[src/rtl/gpio_evt_pkg.sv]
package gpio_evt_pkg;
  localparam int unsigned ADDR_W    = 8;
  localparam int unsigned LANE_W    = 8;
  localparam int unsigned LANES     = 3;
  localparam int unsigned PINS      = 16;
  localparam int unsigned REG_W     = LANES * LANE_W;
  localparam logic [ADDR_W-1:0] DATA_BASE = 8'h78;
  localparam logic [ADDR_W-1:0] EN_BASE   = 8'h7c;
endpackage

[src/rtl/gpio_lane_reg.sv]
module gpio_lane_reg #(
  parameter int unsigned ADDR_W = 8,
  parameter int unsigned LANE_W = 8,
  parameter int unsigned LANES  = 3,
  parameter logic [ADDR_W-1:0] BASE = '0,
  localparam int unsigned REG_W = LANES * LANE_W
) (
  input  logic              clk_i,
  input  logic              rst_ni,
  input  logic              we_i,
  input  logic [ADDR_W-1:0] addr_i,
  input  logic [LANE_W-1:0] wdata_i,
  output logic [REG_W-1:0]  q_o,
  output logic [REG_W-1:0]  nxt_o,
  output logic              hit_o,
  output logic [LANE_W-1:0] rd_o,
  output logic              rd_hit_o
);
  logic [LANES-1:0] sel;

  for (genvar k = 0; k < LANES; k++) begin : g_lane
    assign sel[k] = (addr_i == BASE + ADDR_W'(k));
    assign nxt_o[k*LANE_W +: LANE_W] = (we_i && sel[k]) ? wdata_i : q_o[k*LANE_W +: LANE_W];
  end

  assign hit_o    = we_i && (|sel);
  assign rd_hit_o = |sel;

  always_comb begin
    rd_o = '0;
    for (int k = 0; k < int'(LANES); k++)
      if (sel[k]) rd_o = q_o[k*LANE_W +: LANE_W];
  end

  always_ff @(posedge clk_i or negedge rst_ni)
    if (!rst_ni) q_o <= '0;
    else         q_o <= nxt_o;
endmodule

[src/rtl/gpio_chg_detect.sv]
module gpio_chg_detect #(
  parameter int unsigned PINS = 16
) (
  input  logic            clk_i,
  input  logic            rst_ni,
  input  logic            upd_i,
  input  logic [PINS-1:0] eff_nxt_i,
  output logic [PINS-1:0] chg_o,
  output logic [PINS-1:0] lvl_o
);
  always_ff @(posedge clk_i or negedge rst_ni)
    if (!rst_ni) begin
      chg_o <= '0;
      lvl_o <= '0;
    end else if (upd_i) begin
      chg_o <= eff_nxt_i ^ lvl_o;
      lvl_o <= eff_nxt_i;
    end else begin
      chg_o <= '0;
    end
endmodule

[src/rtl/gpio_evt_notifier.sv]
module gpio_evt_notifier
  import gpio_evt_pkg::*;
(
  input  logic              clk_i,
  input  logic              rst_ni,
  input  logic              we_i,
  input  logic [ADDR_W-1:0] addr_i,
  input  logic [LANE_W-1:0] wdata_i,
  output logic [LANE_W-1:0] rdata_o,
  output logic [PINS-1:0]   chg_o,
  output logic [PINS-1:0]   lvl_o
);
  logic [REG_W-1:0]  data_q, data_nxt, en_q, en_nxt;
  logic              data_hit, en_hit, data_rhit, en_rhit;
  logic [LANE_W-1:0] data_rd, en_rd;
  logic [PINS-1:0]   eff_nxt;

  gpio_lane_reg #(.ADDR_W(ADDR_W), .LANE_W(LANE_W), .LANES(LANES), .BASE(DATA_BASE)) u_data (
    .clk_i, .rst_ni, .we_i, .addr_i, .wdata_i,
    .q_o(data_q), .nxt_o(data_nxt), .hit_o(data_hit), .rd_o(data_rd), .rd_hit_o(data_rhit)
  );

  gpio_lane_reg #(.ADDR_W(ADDR_W), .LANE_W(LANE_W), .LANES(LANES), .BASE(EN_BASE)) u_en (
    .clk_i, .rst_ni, .we_i, .addr_i, .wdata_i,
    .q_o(en_q), .nxt_o(en_nxt), .hit_o(en_hit), .rd_o(en_rd), .rd_hit_o(en_rhit)
  );

  // upper lane bits are storage only
  logic unused_hi;
  assign unused_hi = ^{data_nxt[REG_W-1:PINS], en_nxt[REG_W-1:PINS], data_q, en_q};

  assign eff_nxt = data_nxt[PINS-1:0] & en_nxt[PINS-1:0];
  assign rdata_o = data_rhit ? data_rd : (en_rhit ? en_rd : '0);

  gpio_chg_detect #(.PINS(PINS)) u_det (
    .clk_i, .rst_ni, .upd_i(data_hit | en_hit), .eff_nxt_i(eff_nxt),
    .chg_o, .lvl_o
  );
endmodule

[config.mk]
export PLATFORM = sky130hd
export DESIGN_NAME = gpio_evt_notifier
export DESIGN_NICKNAME = d
export VERILOG_FILES = /design/src/rtl/gpio_evt_pkg.sv /design/src/rtl/gpio_lane_reg.sv /design/src/rtl/gpio_chg_detect.sv /design/src/rtl/gpio_evt_notifier.sv
export SDC_FILE = /design/constraint.sdc
export NUM_CORES = 1
export LEC_CHECK = 0
export BUFFER_PORTS_ARGS = -buffer_cell sky130_fd_sc_hd__buf_4
export CAP_MARGIN = 10
export CORE_UTILIZATION = 39
export CTS_CLUSTER_SIZE = 25
export DETAILED_ROUTE_END_ITERATION = 10
export GPL_TIMING_DRIVEN = 0
export HOLD_SLACK_MARGIN = 0.08
export PLACE_DENSITY = 0.59
export SYNTH_ARGS = -nofsm -noshare
export SYNTH_HDL_FRONTEND = slang
export SYNTH_SLANG_ARGS = --single-unit
[constraint.sdc]
create_clock -name clk_i -period 3.7 [get_ports clk_i]
set_input_delay 0.37 -clock clk_i [delete_from_list [all_inputs] [get_ports clk_i]]
set_output_delay 0.37 -clock clk_i [all_outputs]
set_load 0.005 [all_outputs]
==> metrics.md <==
| Metric | Value |
|---|---|
| Status | `finished, violations left` |
| Failing checks | `design-rule violations` |
| Fill cells | `968` |
| P_leak | `2.339 nW` |
| Vias in the first global route | `3080` |
| Die Span Y | `104.6 um` |
| Yosys warns | `0` |
| Worst rel slew slack | `0.3259` |
| RSZ-0062 raised after global routing | `false` |
| Routed Antenna Nets | `0` |
| # H-tree levels | `3` |
| Number of port buffers | `57` |
| Clock-pin slew on the worst setup and hold paths | `0.08 ns` |
| CP endpoint kind | `primary output` |
| Chip width | `104.6 um` |
| Final Util | `0.4806` |
| Worst-margin pin slew | `1.011 ns` |
| Yosys reg bits | `80` |
| Setup crit start kind | `input pin` |
| Worst setup margin | `0.9981 ns` |
| Initial antenna violation count | `0` |
| Routed vias | `3095` |
| Largest net degree at the start of global routing | `81` |
| Slew Viols, Final | `0` |
| Multiplexer area fraction after synthesis | `0.2194` |
| I/O pins | `59` |
| Initial Utilization | `0.3996` |
| Area occupied by multi-input gates | `1933 um^2` |
| Seq/Total Area, Yosys | `0.4875` |
| Maximum VDD drop | `0.0001609 V` |
| Root Driver | `clkbuf_8` |
| Synth top area cells | `dfrtp_1, mux2_2, a21oi_1` |
| Post-Syn Area | `4106 um^2` |
| # hold bufs at CTS | `0` |
| Fin. Hold Viols | `0` |
| Simple-gate share of the synthesized area | `0.1261` |
| Clock Sinks | `80` |
| Iteration-0 DRC Markers | `198` |
| Compound-Gate Fraction of Synth Area | `0.1252` |
| Setup TNS Final | `0 ns` |
| Fin crit share | `0.7303` |
| Final setup viols | `0` |
| Net Count, Synth | `383` |
| Post-synth ARST share | `1.000` |
| Largest area contributor in the netlist | `dfrtp_1` |
| Fmax | `0.3701 GHz` |
| CTS tree | `built` |
| Antenna cells | `0` |
| Full die area | `10940 um^2` |
| Most frequent cells in the layout | `mux2_2, dfrtp_1, buf_4` |
| Worst Path Max Fanout | `10` |
| Hold slack | `0.1671 ns` |
| Post-synth EDFFs | `0` |
| HPWL after detailed placement | `7517 um` |
| Synth unique cells | `34` |
| Total Power | `2.069 mW` |
| Post-CTS setup buffer count | `0` |
| Global-route wire length before repair | `16830 um` |
| Crit path time final | `2.702 ns` |
| Hold Path Class | `in2async` |
| Area Overhead vs Synth | `20.29%` |
| Wire per inst | `18.52 um` |
| Placer congestion estimate | `0.7711` |
| Post-CTS sizing | `0` |
| Main synth FF type | `dfrtp_1` |
| Post-Route WL | `10590 um` |
| Vias/cell | `5.411` |
| Layout cells sized above 1 | `0.3761` |
| FF/Latch Area | `2002 um^2` |
| Adder-cell area share of the yosys netlist | `0` |
| GRT overflow | `0` |
| Synth Instances | `364` |
| Largest family of logic cells by synthesized area | `multiplexers` |
| Placement Setup Slack | `1.072 ns` |
| Max Cap Viol | `0` |
| DR DRC count | `1` |
| CTS buffer count | `9` |
| Synth Area per Inst | `11.28 um^2` |
| WP data arrival | `2.33 ns` |
| CTS max path bufs | `2` |
| Site row count | `37` |
| Pre-antenna DRT Iters | `7` |
| Layout Skew | `0.01008 ns` |
| Power density cells | `418.8 nW/um^2` |
| Post-layout nets | `451` |
| Worst setup path class | `in2out` |
| Core area | `10280 um^2` |
| Synth top area share | `0.4875` |
| Worst EP required | `3.33 ns` |
| Clock Latency Late Sink | `0.36 ns` |
| Post-Synth XOR/XNOR Area | `0` |
| Global Route Usage Sum | `0.2013` |
-- worst paths after layout --
kind / cells after the start / startpoint / endpoint / slack (ns)
max: 8 / addr_i[7] / rdata_o[6] / 1.0
min: 1 / rst_ni / u_det.chg_o[0] / 0.17
max reg2reg: 4 / u_en.q_o[0] / u_det.lvl_o[0] / 2.37
min reg2reg: 1 / u_en.q_o[21] / u_en.q_o[21] / 0.51
max in group asynchronous: 1 / rst_ni / u_en.q_o[21] / 2.87
min in group clk_i: 2 / wdata_i[6] / u_en.q_o[22] / 0.33
-- metal layers --
layer  global-route usage  up-vias  wire [um]
li1                     -     1502          -
met1               0.2891     1499       5253
met2               0.3032       83       4697
met3              0.03743       11        494
met4              0.07243        0        144
met5                    0        -          0
-- registers in the layout, indices dropped and copies added, names as in the netlist --
register / cells
u_data.q_o: 24
u_en.q_o: 24
u_det.chg_o: 16
u_det.lvl_o: 16
-- cells in the mapped netlist (2+ instances only) --
| cell type | n |
|---|---|
| a211oi_1 | 7 |
| a21oi_1 | 16 |
| a221oi_1 | 8 |
| a22oi_1 | 7 |
| a31oi_1 | 8 |
| and4_1 | 8 |
| and4b_1 | 2 |
| buf_2 | 8 |
| buf_4 | 3 |
| clkbuf_1 | 10 |
| dfrtp_1 | 80 |
| inv_1 | 18 |
| mux2_2 | 80 |
| nand2_1 | 13 |
| nand3_1 | 8 |
| nand4_1 | 8 |
| nand4b_1 | 2 |
| nor2_1 | 9 |
| nor2b_1 | 2 |
| nor3_1 | 16 |
| nor3b_1 | 8 |
| nor4_1 | 2 |
| o211ai_1 | 8 |
| o21a_1 | 8 |
| o21ai_0 | 16 |
-- logic make-up (layout without fill, tap and decap cells) --
group / after synthesis / after routing
simple gates: 85 / 85
mux: 80 / 80
flops: 80 / 80
compound gates: 79 / 79
buf+inv: 40 / 112
-- area by class of cell --
cell class / count / share of cell area
well taps: 136 / 0.03445
inverters: 18 / 0.01368
plain buffers: 22 / 0.02102
flip-flops and latches: 80 / 0.4053
clock buffers: 12 / 0.02938
clock inverters: 3 / 0.01824
repair buffers: 57 / 0.08663
multi-input cells: 244 / 0.3913
-- critical path: stages --
cell	delay, ns
buf_4	0.11
nand4b_1	0.28
buf_2	0.28
nor2_1	0.42
buf_4	0.27
nand2_1	0.06
a311oi_1	0.36
buf_4	0.18
-- power by group --
group / switching (mW) / leakage, nW / internal [mW] / total (mW)
Sequential: 0.0632 / 1.08 / 0.940 / 1.00
Clock: 0.316 / 0.117 / 0.464 / 0.780
Combinational: 0.134 / 1.15 / 0.151 / 0.285
Total: 0.513 / 2.34 / 1.56 / 2.07
-- through the flow --
stage / cell area (um^2) / std cells
after floorplan: 4106 / 364
after global placement: 4705 / 557
after detailed placement: 4705 / 557
after CTS: 4940 / 572
after global routing: 4940 / 572
final: 4940 / 572
Note: power is estimated with default switching activity, not from simulation.
